`src/rtl/elw_pkg.sv`:
```
package elw_pkg;
  typedef enum logic {S_IDLE = 1'b0, S_WAIT = 1'b1} seq_state_t;

  function automatic int size_bytes(input logic [1:0] code);
    return 1 << code;
  endfunction
endpackage

```
`src/rtl/elw_byte_order.sv`:
```
module elw_byte_order #(
  parameter int NB = 8,
  parameter int CW = 2
) (
  input  logic [8*NB-1:0] raw,
  input  logic [CW-1:0]   size_code,
  input  logic            swap_en,
  output logic [8*NB-1:0] ordered
);
  always_comb begin
    ordered = '0;
    for (int k = 0; k < NB; k++) begin
      if (k < (1 << size_code)) begin
        if (swap_en)
          ordered[8*k +: 8] = raw[8*((1 << size_code) - 1 - k) +: 8];
        else
          ordered[8*k +: 8] = raw[8*k +: 8];
      end
    end
  end
endmodule

```
`src/rtl/elw_truncate.sv`:
```
module elw_truncate #(
  parameter int NB = 8,
  parameter int CW = 2
) (
  input  logic [8*NB-1:0] din,
  input  logic [CW-1:0]   size_code,
  output logic [8*NB-1:0] dout
);
  always_comb begin
    dout = '0;
    for (int k = 0; k < NB; k++) begin
      if (k < (1 << size_code)) dout[8*k +: 8] = din[8*k +: 8];
    end
  end
endmodule

```
`src/rtl/elw_lane_place.sv`:
```
module elw_lane_place #(
  parameter int NB = 8,
  parameter int CW = 2,
  parameter int LW = 7,
  parameter int RW = 5
) (
  input  logic [LW-1:0]   elem_idx,
  input  logic [CW-1:0]   size_code,
  input  logic [RW-1:0]   reg_base,
  input  logic [8*NB-1:0] value,
  output logic [RW-1:0]   reg_addr,
  output logic [8*NB-1:0] wdata,
  output logic [NB-1:0]   be
);
  localparam int OFFW = $clog2(NB);
  localparam int SHW  = LW + (1 << CW);

  logic [SHW-1:0]  byte_pos;
  logic [OFFW-1:0] off;

  assign byte_pos = SHW'(elem_idx) << size_code;
  assign off      = byte_pos[OFFW-1:0];
  assign reg_addr = reg_base + RW'(byte_pos >> OFFW);
  assign wdata    = value << {off, 3'b000};

  always_comb begin
    for (int b = 0; b < NB; b++)
      be[b] = (b >= int'(off)) && (b < int'(off) + (1 << size_code));
  end
endmodule

```
`src/rtl/elw_load_seq.sv`:
```
module elw_load_seq #(
  parameter int XLEN = 64,
  parameter int AW   = 32,
  parameter int LW   = 7,
  parameter int RW   = 5,
  parameter int CW   = 2
) (
  input  logic              clk,
  input  logic              rst,
  input  logic              start,
  input  logic [AW-1:0]     base_addr,
  input  logic [AW-1:0]     imm_off,
  input  logic [LW-1:0]     vec_len,
  input  logic [CW-1:0]     src_code,
  input  logic [CW-1:0]     dst_code,
  input  logic              le_mode,
  input  logic              rev_flag,
  input  logic [RW-1:0]     dest_reg,
  output logic              busy,
  output logic              done,
  output logic              mem_req_valid,
  output logic [AW-1:0]     mem_req_addr,
  output logic [CW-1:0]     mem_req_size,
  input  logic              mem_rsp_valid,
  input  logic [XLEN-1:0]   mem_rsp_data,
  output logic              rf_we,
  output logic [RW-1:0]     rf_addr,
  output logic [XLEN-1:0]   rf_wdata,
  output logic [XLEN/8-1:0] rf_be
);
  import elw_pkg::*;
  localparam int NB = XLEN / 8;

  seq_state_t    state;
  logic [LW-1:0] idx, vl_q;
  logic [CW-1:0] dc_q;
  logic [RW-1:0] rd_q;
  logic          swap_q;
  logic [AW-1:0] sbytes;

  logic [XLEN-1:0] ordered, trunc, pl_data;
  logic [RW-1:0]   pl_addr;
  logic [NB-1:0]   pl_be;

  assign busy   = (state == S_WAIT);
  assign sbytes = AW'(1) << mem_req_size;

  elw_byte_order #(.NB(NB), .CW(CW)) u_order (
    .raw(mem_rsp_data), .size_code(mem_req_size), .swap_en(swap_q), .ordered(ordered));

  elw_truncate #(.NB(NB), .CW(CW)) u_trunc (
    .din(ordered), .size_code(dc_q), .dout(trunc));

  elw_lane_place #(.NB(NB), .CW(CW), .LW(LW), .RW(RW)) u_place (
    .elem_idx(idx), .size_code(dc_q), .reg_base(rd_q), .value(trunc),
    .reg_addr(pl_addr), .wdata(pl_data), .be(pl_be));

  always_ff @(posedge clk) begin
    if (rst) begin
      state         <= S_IDLE;
      idx           <= '0;
      vl_q          <= '0;
      dc_q          <= '0;
      rd_q          <= '0;
      swap_q        <= 1'b0;
      done          <= 1'b0;
      mem_req_valid <= 1'b0;
      mem_req_addr  <= '0;
      mem_req_size  <= '0;
      rf_we         <= 1'b0;
      rf_addr       <= '0;
      rf_wdata      <= '0;
      rf_be         <= '0;
    end else begin
      mem_req_valid <= 1'b0;
      rf_we         <= 1'b0;
      done          <= 1'b0;
      case (state)
        S_IDLE: begin
          if (start) begin
            vl_q         <= vec_len;
            dc_q         <= dst_code;
            rd_q         <= dest_reg;
            swap_q       <= ~(rev_flag ^ le_mode);
            mem_req_size <= src_code;
            idx          <= '0;
            if (vec_len == '0) begin
              done <= 1'b1;
            end else begin
              mem_req_valid <= 1'b1;
              mem_req_addr  <= base_addr + imm_off;
              state         <= S_WAIT;
            end
          end
        end
        S_WAIT: begin
          if (mem_rsp_valid) begin
            rf_we    <= 1'b1;
            rf_addr  <= pl_addr;
            rf_wdata <= pl_data;
            rf_be    <= pl_be;
            idx      <= idx + 1'b1;
            if ({1'b0, idx} + 1'b1 == {1'b0, vl_q}) begin
              done  <= 1'b1;
              state <= S_IDLE;
            end else begin
              mem_req_valid <= 1'b1;
              mem_req_addr  <= mem_req_addr + sbytes;
            end
          end
        end
        default: state <= S_IDLE;
      endcase
    end
  end

  logic [AW-1:0] last_req_addr;
  always_ff @(posedge clk) begin
    if (rst) last_req_addr <= '0;
    else if (mem_req_valid) last_req_addr <= mem_req_addr;
  end

  AST_BE_WIDTH: assert property (@(posedge clk) disable iff (rst)
    rf_we |-> ($countones(rf_be) == (32'd1 << dc_q)));

  AST_ADDR_STRIDE: assert property (@(posedge clk) disable iff (rst)
    (mem_req_valid && rf_we) |-> (mem_req_addr == last_req_addr + sbytes));

  AST_VL_ZERO: assert property (@(posedge clk) disable iff (rst)
    (state == S_IDLE && start && vec_len == '0) |=> (done && !mem_req_valid));

  AST_SINGLE_REQ: assert property (@(posedge clk) disable iff (rst)
    (state == S_WAIT && !mem_rsp_valid) |=> !mem_req_valid);

  AST_RSP_WRITE: assert property (@(posedge clk) disable iff (rst)
    (state == S_WAIT && mem_rsp_valid) |=> rf_we);
endmodule

```
`config.mk`:
```
export PLATFORM = sky130hd
export DESIGN_NAME = elw_load_seq
export DESIGN_NICKNAME = d
export VERILOG_FILES = /design/src/rtl/elw_pkg.sv /design/src/rtl/elw_byte_order.sv /design/src/rtl/elw_truncate.sv /design/src/rtl/elw_lane_place.sv /design/src/rtl/elw_load_seq.sv
export SDC_FILE = /design/constraint.sdc
export NUM_CORES = 1
export LEC_CHECK = 0
export ABC_AREA = 1
export BUFFER_PORTS_ARGS = -buffer_cell sky130_fd_sc_hd__buf_4
export CORE_MARGIN = 3
export CORE_UTILIZATION = 25
export DETAILED_ROUTE_END_ITERATION = 10
export PLACE_DENSITY_LB_ADDON = 0.25
export SLEW_MARGIN = 20
export SYNTH_ARGS = -nofsm -noshare
export SYNTH_HDL_FRONTEND = slang
export SYNTH_SLANG_ARGS = --single-unit
```
`constraint.sdc`:
```
create_clock -name clk -period 5.3 [get_ports clk]
set_clock_uncertainty 0.1 [all_clocks]
set_input_delay 1.06 -clock clk [delete_from_list [all_inputs] [get_ports clk]]
set_output_delay 1.06 -clock clk [all_outputs]
set_load 0.01 [all_outputs]
```
==> results.json, run 1 <==
{
  "outcome": "complete, no violations",
  "finalHoldViolations": 0,
  "gp_congestion": 0.988,
  "die_area_um2": 54500,
  "fin_setup_tns_ns": 0,
  "synth_edf_count": 0,
  "dr.pass1.iters": 5,
  "initial_core_util_pct": 25.5,
  "dpl.hpwl_mm": 51.8,
  "rows": 82,
  "ys_types": 48,
  "grt_pass1_vias": 15500,
  "period_share_pct": 80.7,
  "drc_errors": 0,
  "place_area_um2": 15500,
  "worst_pin_slew_ns": 1.10,
  "core-area_um2": 50700,
  "place_ws_ns": 1.11,
  "yosys_warnings": 0,
  "ir_drop_v": 0.000208,
  "die_y_um": 234,
  "antenna_found_initial": 0,
  "portBuffers": 264,
  "wl_per_cell_um": 20.6,
  "fmax_mhz": 234,
  "htreeDepth": 4,
  "crit_path_start_kind": "flip-flop",
  "grt_pass1_wl_mm": 96.9,
  "relSlewSlack_pct": 26.7,
  "synthFlopType": "dfxtp_1",
  "reg2reg_slack_ns": 1.02,
  "via_per_inst": 5.12,
  "max-clock-path-buffers": 2,
  "area.growth.synth_to_final_pct": 24.2,
  "p_leak_uw": 0.00765,
  "dr_total_vias": 16400,
  "synth.most_common_cell": "nand2_1",
  "seqCellArea_um2": 2740,
  "cts_num_sinks": 137,
  "avgSynthCellArea_um2": 5.56,
  "cts-buffers-inserted": 17,
  "powerDensity_nw_per_um2": 249,
  "cts_root_buf": "clkbuf_16",
  "drt_iter0_drc": 1504,
  "synth_seq_cells": 137,
  "worstPathArrival_ns": 4.54,
  "drt_wl_total_mm": 66.0,
  "cts_hold_buf": 0,
  "drive_gt1_share_pct": 14.5,
  "ctsResizeCount": 0,
  "design_area_um2": 16100,
  "syn-cell-area_um2": 12900,
  "synth.net_count": 2532,
  "grt_max_degree": 68,
  "fin_nets": 2725,
  "cpMaxStageDelayCell": "a21oi_1",
  "synth_top_area_share_pct": 22.9,
  "multi_input_area_um2": 8870,
  "grt_util_all_layers_pct": 23.6,
  "grt-ovfl-total": 0,
  "synth.largest_area_cell": "nand2_1",
  "rsz0062_at_grt": "no",
  "slew_violations": 0,
  "cts_tree": "done",
  "detail-route-antenna-nets": 0,
  "min_period_ns": 4.28,
  "path_class": "reg -> reg",
  "fill_cells": 5832,
  "cp.required_ns": 5.56,
  "max_cap_violations": 0,
  "cts_setup_buffers": 0,
  "min_path_type": "reg -> reg",
  "seq_area_frac_synth_pct": 21.2,
  "synth_common_cells": "nand2_1 (790), inv_1 (226), nor2_1 (224)",
  "fp.dieW_um": 234,
  "insertion_delay_ns": 0.44,
  "synth-async-reset-ratio_pct": 0,
  "fin_ws_ns": 1.02,
  "synth_area_leaders": "nand2_1 (23%), dfxtp_1 (21%), o21ai_0 (8.4%), a21oi_1 (7.9%), inv_1 (6.6%)",
  "worstPathMaxFanout": 16,
  "cts.clk_slew.worst_paths_ns": 0.06,
  "endpoint_kind": "flip-flop",
  "setup_viol": 0,
  "cpPeakStageDelay_ns": 0.97,
  "crit_path_cell_trace": "ha_1, inv_1, a21oi_1, nand3_1, nand3_1, nand2_1, nor2_1, nand2_1, a31oi_1",
  "syn_inst": 2327,
  "pin_count": 265
}
==> worst paths after layout <==
path	startpoint	end	cells past startpoint
setup / recovery	mem_req_size[1]$_SDFFE_PP0P_	rf_wdata[35]$_SDFFE_PP0P_	9
hold / removal	rf_wdata[14]$_SDFFE_PP0P_	rf_wdata[14]$_SDFFE_PP0P_	2
hold reg to reg	rf_wdata[14]$_SDFFE_PP0P_	rf_wdata[14]$_SDFFE_PP0P_	2
setup reg to reg	mem_req_size[1]$_SDFFE_PP0P_	rf_wdata[35]$_SDFFE_PP0P_	9
==> sequential cells by signal (all words and copies together) (netlist names), 2 cells and up <==
| signal | cells |
|---|---|
| mem_req_size | 2 |
| rf_wdata | 64 |
| rf_be | 8 |
| idx | 7 |
| rd_q | 5 |
| rf_addr | 5 |
| mem_req_addr | 32 |
| dc_q | 2 |
| vl_q | 7 |
==> stage by stage <==
stage                     total power [uW]  hold slack [ns]  std cells  util, %
final                                 4000            0.367       3206     31.7
after floorplan                       2090            0.344       2327        -
after CTS                             4000            0.367       3204     31.7
after detailed placement              2720            0.359       3173     30.5
after global placement                2730            0.360       3173     30.5
after global routing                  4220            0.391       3204     31.7
==> metal layers <==
metal,vias to the layer above,share of wire (%),track usage [%]
met5,-,0,0
met4,0,3.6,8.42
met3,90,6.9,3.85
met2,693,43,36.1
met1,7669,46,33.2
li1,7954,-,-
==> power breakdown <==
| part | total, uW | switching, uW | internal, uW |
|---|---|---|---|
| clock network | 1270 | 515 | 755 |
| registers | 1200 | 102 | 1100 |
| logic | 1520 | 1030 | 497 |
| total | 4000 | 1640 | 2350 |
==> critical path: cells and delay by family, from the launching register on <==
kind	cells	cell delay, ns
flops	1	0.58
simple gates	5	0.90
buf+inv	1	0.55
fa+ha+maj	1	0.88
compound gates	2	1.16
==> final cells by class <==
class / instances / area share (%)
multi-input combinational: 1849 / 55.2
sequential: 137 / 17.1
timing repair buffer: 285 / 13.3
inverter: 230 / 5.37
tap: 672 / 5.23
clock buffer: 18 / 2.73
clock inverter: 13 / 1.06
antenna: 2 / 0.0311
==> cell usage in the layout (no fill, tap or decap), drive strengths merged, types with 2 or more instances in the layout <==
cell and n:
a31oi 5, nand2 801, mux2i 4, and2 4, ha 52, fa 3
inv 232, o211ai 30, nand3 162, or2 16, xnor2 4, nor2 230
a211oi 2, o21bai 7, o221ai 9, diode 2, nor4 2, dfxtp 137
buf 285, a21o 3, o21a 3, o22ai 4, clkinvlp 3, nand4 23
nor3 15, xor2 17, a21oi 213, bufinv 3, clkinv 5, o21ai 225
nand3b 10, clkbuf 18
==> cells by family (layout without fill, tap and decap cells) <==
group,after synthesis,in the layout,share of synthesized area (%)
DFF,137,137,21.2
AOI/OAI and AO/OA,506,506,21.2
adders and majority gates,55,55,5.49
muxes,4,4,0.309
other,0,2,0
xor gates and xnor gates,21,21,1.42
buffers and inverters,341,546,10.4
and+or+nand+nor,1263,1263,40.0
No activity file was read; power rests on OpenSTA's default activity.
==> run 2, diff against run 1 <==
==> constraint.sdc (replaced) <==
create_clock -name clk -period 4.3 [get_ports clk]
set_clock_uncertainty 0.1 [all_clocks]
set_input_delay 0.86 -clock clk [delete_from_list [all_inputs] [get_ports clk]]
set_output_delay 0.86 -clock clk [all_outputs]
set_load 0.01 [all_outputs]
==> run 2 against run 1 <==
  * Sequential share of layout area is 0.073 points lower
  * Cell area up 0.43%
  * Global-route usage grew 0.067 points
  * Register-to-register slack got worse by 0.47 ns
  * Count of clock-buffer cells in the layout did not move
  * Routed wire length increased by 0.25%
  * Critical path depth increased by 5
  * Maximum frequency up 14%
  * Sequential cell count unchanged
  * Worst hold slack is essentially flat
  * Final cell count grew 0.25%
  * Sequential power is 23% higher
==> results.json, run 2 (synthesis results as in run 1) <==
{
  "reg_top3": "rf_wdata (64), mem_req_addr (32), rf_be (8)",
  "timing.rr.start": "mem_req_size[1]$_SDFFE_PP0P_",
  "final_common_cell": "nand2_1",
  "met1Wirelength_mm": 29.6,
  "min_path_type": "reg -> reg",
  "htreeDepth": 4,
  "rsz0062_at_grt": "no",
  "min_from": "rf_wdata[14]$_SDFFE_PP0P_",
  "die_y_um": 234,
  "ir_drop_v": 0.000283,
  "fill_cells": 5762,
  "p_leak_uw": 0.00770,
  "p_total_uw": 4940,
  "core-area_um2": 50700,
  "diodes": 0,
  "cts_hold_buf": 0,
  "max_cap_violations": 0,
  "period_share_pct": 87.0,
  "area.growth.synth_to_final_pct": 24.8,
  "outcome": "complete, no violations",
  "cts_setup_buffers": 0,
  "cts_num_sinks": 137,
  "drc_errors": 0,
  "via_per_inst": 5.14,
  "pin_count": 265,
  "seqCellArea_um2": 2740,
  "worstPathArrival_ns": 3.96,
  "regMostFlops": "rf_wdata",
  "multi_input_area_um2": 8870,
  "cts_tree": "done",
  "drive_gt1_share_pct": 14.8,
  "wl_met2_mm": 28.8,
  "fmax_mhz": 267,
  "grt-ovfl-total": 0,
  "crit_path_start_kind": "flip-flop",
  "grt_util_all_layers_pct": 23.6,
  "antenna_found_initial": 0,
  "topRoutingLayerUsed": "met4",
  "min_period_ns": 3.74,
  "drt_wl_total_mm": 66.2,
  "gp_congestion": 0.992,
  "grt_pass1_wl_mm": 97.1,
  "rows": 82,
  "dpl.hpwl_mm": 51.5,
  "max-clock-path-buffers": 2,
  "worstPathMaxFanout": 113,
  "cts-buffers-inserted": 17,
  "slew_violations": 0,
  "route.met3.wl_mm": 5.03,
  "fin_setup_tns_ns": 0,
  "reg2reg_slack_ns": 0.56,
  "powerDensity_nw_per_um2": 306,
  "r2r_cells": 14,
  "cts.clk_slew.worst_paths_ns": 0.07,
  "setup_viol": 0,
  "dr.pass1.iters": 6,
  "utilization_pct": 31.9,
  "wl_per_cell_um": 20.6,
  "min_delay_path_depth": 2,
  "fp.dieW_um": 234,
  "path_class": "reg -> reg",
  "relSlewSlack_pct": 25.1,
  "worst_pin_slew_ns": 1.12,
  "finalHoldViolations": 0,
  "grt_pass1_vias": 15500,
  "insertion_delay_ns": 0.46,
  "min_to": "rf_wdata[14]$_SDFFE_PP0P_",
  "largest_reg_flops": 64,
  "cts_root_buf": "clkbuf_16",
  "drt_iter0_drc": 1549,
  "cp.required_ns": 4.52,
  "grt_max_degree": 114,
  "rr_endpoint": "rf_wdata[29]$_SDFFE_PP0P_",
  "portBuffers": 264,
  "dr_total_vias": 16500,
  "endpoint_kind": "flip-flop",
  "die_area_um2": 54500,
  "fin_nets": 2734,
  "ctsResizeCount": 0,
  "detail-route-antenna-nets": 0,
  "initial_core_util_pct": 25.5,
  "final_cell_mix": "nand2_1 (789), buf_4 (293), inv_1 (225)"
}
-- run 2: cell types whose count changed in the layout (fill, tap and decap cells not counted), sizes merged --
| cell | delta |
|---|---|
| buf | +9 |
| bufinv | -1 |
| inv | +2 |
| clkinvlp | -1 |
| clkinv | +1 |
| diode | -2 |
-- run 2: worst max path at each step --
stage                                       from                        end  slack [ns]
floorplan           mem_req_size[1]$_SDFFE_PP0P_  rf_wdata[52]$_SDFFE_PP0P_        1.38
global placement    mem_req_size[1]$_SDFFE_PP0P_  rf_wdata[29]$_SDFFE_PP0P_        0.74
detailed placement  mem_req_size[1]$_SDFFE_PP0P_  rf_wdata[27]$_SDFFE_PP0P_        0.65
CTS                 mem_req_size[1]$_SDFFE_PP0P_  rf_wdata[27]$_SDFFE_PP0P_        0.63
global route        mem_req_size[1]$_SDFFE_PP0P_  rf_wdata[27]$_SDFFE_PP0P_        0.32
finish              mem_req_size[1]$_SDFFE_PP0P_  rf_wdata[29]$_SDFFE_PP0P_        0.56
-- run 2: final cells by class --
type                       instances  area share [%]
sequential                       137            17.0
clock inverter                    14            1.02
inverter                         230            5.35
multi-input combinational       1849            55.0
timing repair buffer             294            13.7
tap                              672            5.21
clock buffer                      18            2.72
-- run 2: per-layer routing --
metal	vias to the layer above	global-route usage [%]
met1	7713	32.2
met5	-	0
met3	113	4.78
li1	7979	-
met2	719	36.3
met4	0	9.45
-- run 2: where the power goes --
part / internal [uW] / leakage [uW] / total, uW / switching, uW
registers: 1360 / 0.00112 / 1470 / 115
logic: 623 / 0.00629 / 1890 / 1270
clock network: 885 / 0.000291 / 1580 / 696
total: 2860 / 0.00770 / 4940 / 2080
-- run 2: stage by stage --
| stage | hold WS, ns | cells | setup WS (ns) | area [um2] |
|---|---|---|---|---|
| after floorplan | 0.344 | 2327 | 1.38 | 12900 |
| after global placement | 0.359 | 3182 | 0.738 | 15500 |
| after detailed placement | 0.356 | 3182 | 0.653 | 15500 |
| after CTS | 0.367 | 3214 | 0.629 | 16100 |
| after global routing | 0.380 | 3214 | 0.319 | 16100 |
| final | 0.367 | 3214 | 0.557 | 16100 |
-- run 2: critical path: stages (launching register included) --
cell and delay (ns):
dfxtp_1 0.54, inv_1 0.24, ha_4 0.23, buf_12 0.19, inv_1 0.59, ha_1 0.28, inv_1 0.05, nor2_1 0.50
a21oi_1 0.15, nand3_1 0.16, nand2_1 0.19, nand2_1 0.11, nand2_1 0.08, nand2_1 0.07, a21oi_1 0.07
